## config.mk

```make
export PLATFORM = sky130hd
export DESIGN_NAME = flash_erase_ctrl
export DESIGN_NICKNAME = d
export VERILOG_FILES = /design/src/rtl/flash_erase_pkg.sv /design/src/rtl/fe_reset_sync.sv /design/src/rtl/fe_spi_shifter.sv /design/src/rtl/fe_sequencer.sv /design/src/rtl/flash_erase_ctrl.sv
export SDC_FILE = /design/constraint.sdc
export NUM_CORES = 1
export LEC_CHECK = 0
export BUFFER_PORTS_ARGS = -buffer_cell sky130_fd_sc_hd__buf_4
export CAP_MARGIN = 20
export CORE_ASPECT_RATIO = 0.5
export CORE_MARGIN = 2
export CORE_UTILIZATION = 41
export DETAILED_ROUTE_END_ITERATION = 16
export HOLD_SLACK_MARGIN = 0.05
export MAX_ROUTING_LAYER = met4
export PLACE_DENSITY = 0.64
export SYNTH_ARGS = -nofsm -noshare
export SYNTH_HDL_FRONTEND = slang
export SYNTH_SLANG_ARGS = --single-unit
```

## constraint.sdc

```tcl
create_clock -name clk -period 5.19 [get_ports clk]
set_clock_uncertainty 0.05 [all_clocks]
set_input_delay 0.519 -clock clk [delete_from_list [all_inputs] [get_ports clk]]
set_output_delay 0.519 -clock clk [all_outputs]
set_load 0.03 [all_outputs]
```

## src/rtl/flash_erase_pkg.sv

```systemverilog
package flash_erase_pkg;

  typedef enum logic [2:0] {
    ST_IDLE,
    ST_WREN,
    ST_GAP_A,
    ST_ERASE,
    ST_GAP_B,
    ST_WAIT,
    ST_POLL_OP,
    ST_POLL_RD
  } seq_state_e;

  localparam logic [7:0] OP_WR_EN      = 8'h06;
  localparam logic [7:0] OP_CHIP_ERASE = 8'h60;
  localparam logic [7:0] OP_RD_STATUS  = 8'h05;
  localparam logic [7:0] FILL_BYTE     = 8'h00;

endpackage

```

## src/rtl/fe_reset_sync.sv

```systemverilog
module fe_reset_sync (
  input  logic clk,
  input  logic rst_n,
  output logic rst_n_sync_o
);

  logic [1:0] sync_q;

  always_ff @(posedge clk or negedge rst_n) begin
    if (!rst_n) begin
      sync_q <= 2'b00;
    end else begin
      sync_q <= {sync_q[0], 1'b1};
    end
  end

  assign rst_n_sync_o = sync_q[1];

endmodule

```

## src/rtl/fe_spi_shifter.sv

```systemverilog
module fe_spi_shifter #(
  parameter int SCK_DIV = 4
) (
  input  logic       clk,
  input  logic       rst_n,
  input  logic       load_i,
  input  logic [7:0] byte_i,
  input  logic       miso_i,
  output logic       sck_o,
  output logic       mosi_o,
  output logic       last_bit_o,
  output logic       done_o
);

  localparam int DW = $clog2(SCK_DIV + 1);
  localparam logic [DW-1:0] DIV_LAST = DW'(SCK_DIV - 1);

  logic [DW-1:0] div_q, div_n;
  logic [7:0]    sh_q, sh_n;
  logic [2:0]    bit_q, bit_n;
  logic          sck_q, sck_n;
  logic          act_q, act_n;
  logic          last_q, last_n;
  logic          done_q, done_n;

  always_comb begin
    div_n  = div_q;
    sh_n   = sh_q;
    bit_n  = bit_q;
    sck_n  = sck_q;
    act_n  = act_q;
    last_n = last_q;
    done_n = 1'b0;
    if (load_i) begin
      div_n = '0;
      sh_n  = byte_i;
      bit_n = 3'd0;
      sck_n = 1'b0;
      act_n = 1'b1;
    end else if (act_q) begin
      if (div_q == DIV_LAST) begin
        div_n = '0;
        if (!sck_q) begin
          // rising edge: capture the incoming bit
          sck_n  = 1'b1;
          last_n = miso_i;
        end else begin
          // falling edge: present the next outgoing bit
          sck_n = 1'b0;
          sh_n  = {sh_q[6:0], 1'b0};
          if (bit_q == 3'd7) begin
            act_n  = 1'b0;
            done_n = 1'b1;
          end else begin
            bit_n = bit_q + 3'd1;
          end
        end
      end else begin
        div_n = div_q + DW'(1);
      end
    end
  end

  always_ff @(posedge clk or negedge rst_n) begin
    if (!rst_n) begin
      div_q  <= '0;
      sh_q   <= 8'h00;
      bit_q  <= 3'd0;
      sck_q  <= 1'b0;
      act_q  <= 1'b0;
      last_q <= 1'b0;
      done_q <= 1'b0;
    end else begin
      div_q  <= div_n;
      sh_q   <= sh_n;
      bit_q  <= bit_n;
      sck_q  <= sck_n;
      act_q  <= act_n;
      last_q <= last_n;
      done_q <= done_n;
    end
  end

  assign sck_o      = sck_q;
  assign mosi_o     = sh_q[7];
  assign last_bit_o = last_q;
  assign done_o     = done_q;

endmodule

```

## src/rtl/fe_sequencer.sv

```systemverilog
module fe_sequencer
  import flash_erase_pkg::*;
#(
  parameter int CS_GAP    = 2,
  parameter int ERASE_CYC = 1000,
  parameter int TMO_W     = 16
) (
  input  logic             clk,
  input  logic             rst_n,
  input  logic             start_i,
  input  logic             fixed_i,
  input  logic [TMO_W-1:0] tmo_i,
  input  logic             byte_done_i,
  input  logic             busy_bit_i,
  output logic             load_o,
  output logic [7:0]       byte_o,
  output logic             cs_n_o,
  output logic             done_o,
  output logic             err_o
);

  localparam int TMAX = (CS_GAP > ERASE_CYC) ? CS_GAP : ERASE_CYC;
  localparam int TW   = $clog2(TMAX + 1);
  localparam logic [TW-1:0] GAP_LAST  = TW'(CS_GAP - 1);
  localparam logic [TW-1:0] WAIT_LAST = TW'(ERASE_CYC - 1);

  seq_state_e       st_q, st_n;
  logic [TW-1:0]    tick_q, tick_n;
  logic [TMO_W-1:0] poll_q, poll_n;
  logic [TMO_W-1:0] tmo_q, tmo_n;
  logic             fixed_q, fixed_n;
  logic             cs_n_q, cs_n_n;
  logic             done_q, done_n;
  logic             err_q, err_n;
  logic [TMO_W:0]   poll_inc;

  assign poll_inc = {1'b0, poll_q} + {{TMO_W{1'b0}}, 1'b1};

  always_comb begin
    st_n    = st_q;
    tick_n  = tick_q;
    poll_n  = poll_q;
    tmo_n   = tmo_q;
    fixed_n = fixed_q;
    cs_n_n  = cs_n_q;
    err_n   = err_q;
    done_n  = 1'b0;
    load_o  = 1'b0;
    byte_o  = FILL_BYTE;
    unique case (st_q)
      ST_IDLE: begin
        if (start_i) begin
          fixed_n = fixed_i;
          tmo_n   = tmo_i;
          err_n   = 1'b0;
          cs_n_n  = 1'b0;
          load_o  = 1'b1;
          byte_o  = OP_WR_EN;
          st_n    = ST_WREN;
        end
      end
      ST_WREN: begin
        if (byte_done_i) begin
          cs_n_n = 1'b1;
          tick_n = '0;
          st_n   = ST_GAP_A;
        end
      end
      ST_GAP_A: begin
        if (tick_q == GAP_LAST) begin
          cs_n_n = 1'b0;
          load_o = 1'b1;
          byte_o = OP_CHIP_ERASE;
          st_n   = ST_ERASE;
        end else begin
          tick_n = tick_q + TW'(1);
        end
      end
      ST_ERASE: begin
        if (byte_done_i) begin
          cs_n_n = 1'b1;
          tick_n = '0;
          st_n   = ST_GAP_B;
        end
      end
      ST_GAP_B: begin
        if (tick_q == GAP_LAST) begin
          tick_n = '0;
          if (fixed_q) begin
            st_n = ST_WAIT;
          end else begin
            cs_n_n = 1'b0;
            load_o = 1'b1;
            byte_o = OP_RD_STATUS;
            st_n   = ST_POLL_OP;
          end
        end else begin
          tick_n = tick_q + TW'(1);
        end
      end
      ST_WAIT: begin
        if (tick_q == WAIT_LAST) begin
          done_n = 1'b1;
          st_n   = ST_IDLE;
        end else begin
          tick_n = tick_q + TW'(1);
        end
      end
      ST_POLL_OP: begin
        if (byte_done_i) begin
          poll_n = '0;
          load_o = 1'b1;
          st_n   = ST_POLL_RD;
        end
      end
      ST_POLL_RD: begin
        if (byte_done_i) begin
          if (!busy_bit_i) begin
            cs_n_n = 1'b1;
            done_n = 1'b1;
            st_n   = ST_IDLE;
          end else if (poll_inc >= {1'b0, tmo_q}) begin
            cs_n_n = 1'b1;
            err_n  = 1'b1;
            st_n   = ST_IDLE;
          end else begin
            poll_n = poll_inc[TMO_W-1:0];
            load_o = 1'b1;
          end
        end
      end
      default: st_n = ST_IDLE;
    endcase
  end

  always_ff @(posedge clk or negedge rst_n) begin
    if (!rst_n) begin
      st_q    <= ST_IDLE;
      tick_q  <= '0;
      poll_q  <= '0;
      tmo_q   <= '0;
      fixed_q <= 1'b0;
      cs_n_q  <= 1'b1;
      done_q  <= 1'b0;
      err_q   <= 1'b0;
    end else begin
      st_q    <= st_n;
      tick_q  <= tick_n;
      poll_q  <= poll_n;
      tmo_q   <= tmo_n;
      fixed_q <= fixed_n;
      cs_n_q  <= cs_n_n;
      done_q  <= done_n;
      err_q   <= err_n;
    end
  end

  assign cs_n_o = cs_n_q;
  assign done_o = done_q;
  assign err_o  = err_q;

endmodule

```

## src/rtl/flash_erase_ctrl.sv

```systemverilog
module flash_erase_ctrl #(
  parameter int SCK_DIV   = 4,
  parameter int CS_GAP    = 2,
  parameter int ERASE_CYC = 100000,
  parameter int TMO_W     = 16
) (
  input  logic             clk,
  input  logic             rst_n,
  input  logic             start_i,
  input  logic             fixed_wait_i,
  input  logic [TMO_W-1:0] tmo_limit_i,
  input  logic             miso_i,
  output logic             sck_o,
  output logic             cs_n_o,
  output logic             mosi_o,
  output logic             done_o,
  output logic             err_o
);

  logic       rst_n_int;
  logic       load;
  logic [7:0] tx_byte;
  logic       byte_done;
  logic       last_bit;

  fe_reset_sync rst_i (
    .clk          (clk),
    .rst_n        (rst_n),
    .rst_n_sync_o (rst_n_int)
  );

  fe_spi_shifter #(
    .SCK_DIV (SCK_DIV)
  ) shift_i (
    .clk        (clk),
    .rst_n      (rst_n_int),
    .load_i     (load),
    .byte_i     (tx_byte),
    .miso_i     (miso_i),
    .sck_o      (sck_o),
    .mosi_o     (mosi_o),
    .last_bit_o (last_bit),
    .done_o     (byte_done)
  );

  fe_sequencer #(
    .CS_GAP    (CS_GAP),
    .ERASE_CYC (ERASE_CYC),
    .TMO_W     (TMO_W)
  ) seq_i (
    .clk         (clk),
    .rst_n       (rst_n_int),
    .start_i     (start_i),
    .fixed_i     (fixed_wait_i),
    .tmo_i       (tmo_limit_i),
    .byte_done_i (byte_done),
    .busy_bit_i  (last_bit),
    .load_o      (load),
    .byte_o      (tx_byte),
    .cs_n_o      (cs_n_o),
    .done_o      (done_o),
    .err_o       (err_o)
  );

endmodule

```

==> summary.txt <==
Yosys reg bits: 76
Routed wire length: 9.43 mm
Leakage: 0.00233 uW
Endpoints failing hold: 0
Number of top-level pins: 26
Total setup buffers inserted after CTS: 0
Via count of the first global-routing pass: 3355
Clock buffer depth: 2
Type of the tightest min-delay check: reg -> async
Cells along the critical path: ha_1 -> nand4_1 -> nor4_1 -> xnor2_1 -> ha_1 -> nand4_1 -> nor4_1 -> o31ai_1 -> nand4_1 -> buf_4 -> inv_1 -> a221o_1
Initial Util: 42.3%
Number of endpoints failing setup at the final stage: 0
Cells after synthesis: 474
Final worst path period need: 3.93 ns
Sequential fraction of the synthesis area: 44.0%
Period utilisation layout: 75.7%
Setup repair after global routing missed its margin: no
Max-slew violation count: 0
Row count: 26
Cell at the root of the clock tree: sky130_fd_sc_hd__clkbuf_16
Leading cell types by total area after synthesis: sky130_fd_sc_hd__dfrtp_1 43%, sky130_fd_sc_hd__ha_1 6.4%, sky130_fd_sc_hd__nand2_1 4.8%
Worst-path maximum fanout: 15
CP bufs+invs: 2
IR Drop Worst-Case VDD: 0.000135 V
Number of synthesized flops with an enable pin: 0
Final antenna diode count: 0
Synth async-reset ratio: 100%
Number of routed nets with antenna violations: 0
Most used cells in the layout excluding fill and tap cells: 74 x sky130_fd_sc_hd__dfrtp_1, 55 x sky130_fd_sc_hd__nand2_1, 31 x sky130_fd_sc_hd__inv_1
Total negative setup slack: 0 ns
Total global routing track utilization: 18.5%
Number of H-tree levels: 3
Num Clock Sinks: 76
Outcome: complete, no violations
Storage cell area: 1910 um^2
Half-perimeter wire length after detailed placement: 6.48 mm
Cell with the most instances on the worst path: sky130_fd_sc_hd__nand4_1
Quantity of hold-fixing buffers added after cts: 1
Number of cells upsized or downsized after cts: 0
Commonest non-fill, non-tap cell in the layout: sky130_fd_sc_hd__dfrtp_1
Highest cell delay on the worst timing path: 0.65 ns
WP data arrival: 4.11 ns
Crit path max-delay cell type: sky130_fd_sc_hd__nor4_1
Remaining Overflow, GRT: 0
Mean cell area of the mapped netlist: 9.12 um^2
Vias per inst: 5.43
Share of final-layout standard cells stronger than drive strength 1: 12.2%
Die area: 11400 um^2
Filler cell count: 997
Yosys warning total: 0
Die Wd: 149 um
Pre-antenna DRT Iters: 4
Clock latency at the later pin of the worst-skew pair: 0.34 ns
CTS tree: done
Post-Synthesis Cell Area: 4320 um^2
CP top delay family: simple AND/OR/NAND/NOR gates
Final instance area: 4970 um^2
Library cell with the largest summed area after synthesis: sky130_fd_sc_hd__dfrtp_1
Power density relative to cell area: 401 nW/um^2
Timing-limited maximum frequency: 254 MHz
Area of combinational cells with multiple inputs: 2210 um^2
Type of element capturing the critical path: flop
Net count of the mapped netlist: 517
Number of library cell types mapped by synthesis: 56
DRT iter0 DRCs: 250
Clock edge transition at the registers on the reported setup and hold paths: 0.06 ns
Final Net Count: 540
CP Data Required Time: 5.37 ns
MaxCap Viol Count: 0
Final RePlAce weighted congestion: 0.872
Height of the die: 76.6 um
Via Count: 3489
Sort of element at the start of the critical path: flop
Smallest hold slack: 0.173 ns
Port buffer count: 25
Slew HR: 37.5%
Post-placement cell area: 4620 um^2
Worst setup path category: reg -> reg
Most used DFF post-synth: sky130_fd_sc_hd__dfrtp_1
Initial antenna violation count: 0
Area Overhead vs Synth: 15.1%
Worst-margin pin slew: 0.937 ns
Post-DR wirelength/cell: 14.7 um
Pin count of the biggest net entering global routing: 75
Clock buffer count from CTS: 9
Wire length of the first global-routing pass: 16.1 mm
Core Area: 10200 um^2
Top cell type's share of synthesized area: 43.4%
Post-route DRC violation count: 0
[Yosys cell counts (2+ instances only)]
library cell and number:
sky130_fd_sc_hd__nor2_2 3, sky130_fd_sc_hd__nand4_1 9, sky130_fd_sc_hd__a21oi_1 24, sky130_fd_sc_hd__a211o_1 3, sky130_fd_sc_hd__nand2_1 55, sky130_fd_sc_hd__nor4_2 2
sky130_fd_sc_hd__o211ai_1 4, sky130_fd_sc_hd__buf_2 7, sky130_fd_sc_hd__nor3b_1 5, sky130_fd_sc_hd__o21ai_1 9, sky130_fd_sc_hd__o2bb2ai_1 3, sky130_fd_sc_hd__o22ai_1 5
sky130_fd_sc_hd__xnor2_1 7, sky130_fd_sc_hd__a22o_1 14, sky130_fd_sc_hd__nor3_1 18, sky130_fd_sc_hd__and2_1 3, sky130_fd_sc_hd__inv_1 31, sky130_fd_sc_hd__a221o_1 3
sky130_fd_sc_hd__nor4_1 6, sky130_fd_sc_hd__nand3_1 22, sky130_fd_sc_hd__a2bb2oi_1 3, sky130_fd_sc_hd__nand2b_1 7, sky130_fd_sc_hd__dfrtp_1 75, sky130_fd_sc_hd__ha_1 22
sky130_fd_sc_hd__or3_1 4, sky130_fd_sc_hd__and3_1 13, sky130_fd_sc_hd__nor2_1 28, sky130_fd_sc_hd__xor2_1 5, sky130_fd_sc_hd__a311oi_1 3, sky130_fd_sc_hd__mux2i_1 6
sky130_fd_sc_hd__mux2_2 4, sky130_fd_sc_hd__a21o_1 8, sky130_fd_sc_hd__nor2b_1 5, sky130_fd_sc_hd__o21ai_0 27, sky130_fd_sc_hd__o31ai_1 3, sky130_fd_sc_hd__clkbuf_1 8
[path summary, 6_finish.rpt]
kind	cells past startpoint	from	end	slack [ns]
worst max-delay path	12	seq_i.poll_q[0]	seq_i.poll_q[8]	1.26
max in group asynchronous	1	rst_i.sync_q[1]	seq_i.poll_q[6]	4.35
worst max register to register	12	seq_i.poll_q[0]	seq_i.poll_q[8]	1.26
min in group clk	0	rst_i.sync_q[0]	rst_i.sync_q[1]	0.30
worst min-delay path	0	rst_i.sync_q[1]	seq_i.tick_q[2]	0.17
worst min register to register	0	rst_i.sync_q[1]	seq_i.tick_q[2]	0.17
[worst reg2reg max path, cell delays in order, from the launching register on]
cell and delay [ns]:
sky130_fd_sc_hd__dfrtp_1 0.43, sky130_fd_sc_hd__ha_1 0.24, sky130_fd_sc_hd__nand4_1 0.25, sky130_fd_sc_hd__nor4_1 0.65
sky130_fd_sc_hd__xnor2_1 0.13, sky130_fd_sc_hd__ha_1 0.34, sky130_fd_sc_hd__nand4_1 0.16, sky130_fd_sc_hd__nor4_1 0.29
sky130_fd_sc_hd__o31ai_1 0.16, sky130_fd_sc_hd__nand4_1 0.29, sky130_fd_sc_hd__buf_4 0.28, sky130_fd_sc_hd__inv_1 0.16
sky130_fd_sc_hd__a221o_1 0.38
[area by class of cell]
cell class / count / share of cell area (%)
clock buffer: 10 / 4.60
clock inverter: 6 / 1.79
inverter: 32 / 2.41
multi-input combinational: 349 / 44.5
sequential: 76 / 38.3
tap: 140 / 3.52
timing repair buffer: 29 / 4.83
[state kept, by name, indices dropped and copies added, names as in the netlist, 2 cells and up]
signal	count
seq_i.tick_q	17
shift_i.bit_q	3
seq_i.st_q	3
shift_i.div_q	3
shift_i.sh_q	8
seq_i.tmo_q	16
rst_i.sync_q	2
seq_i.poll_q	16
[metal layers]
layer  part of all wire [%]  global-route usage, %
met5                      0                      -
met4                   0.92                   5.05
met3                    4.0                   5.87
met2                     45                   28.0
met1                     50                   23.9
[power breakdown]
part           switching, uW  internal, uW
Clock                    250           421
Sequential              80.1           726
Combinational            307           210
Total                    637          1360
[through the flow]
step	setup slack, ns	instances	utilization (%)	total power [uW]
2_1_floorplan	2.06	474	-	1190
3_3_place_gp	1.43	624	45.2	1320
3_5_place_dp	1.27	624	45.2	1340
4_1_cts	1.23	641	48.4	2020
5_1_grt	0.812	642	48.7	2140
6_report	1.26	642	48.7	1990
[cells by family after synthesis]
family          synth area share, %
mux                            2.69
xor+xnor                       2.43
flops                          44.0
fa+ha+maj                      6.37
simple gates                   21.2
other cells                  0.0868
buf+inv                        4.72
compound gates                 18.5
Power figures use the tool's default switching activity.
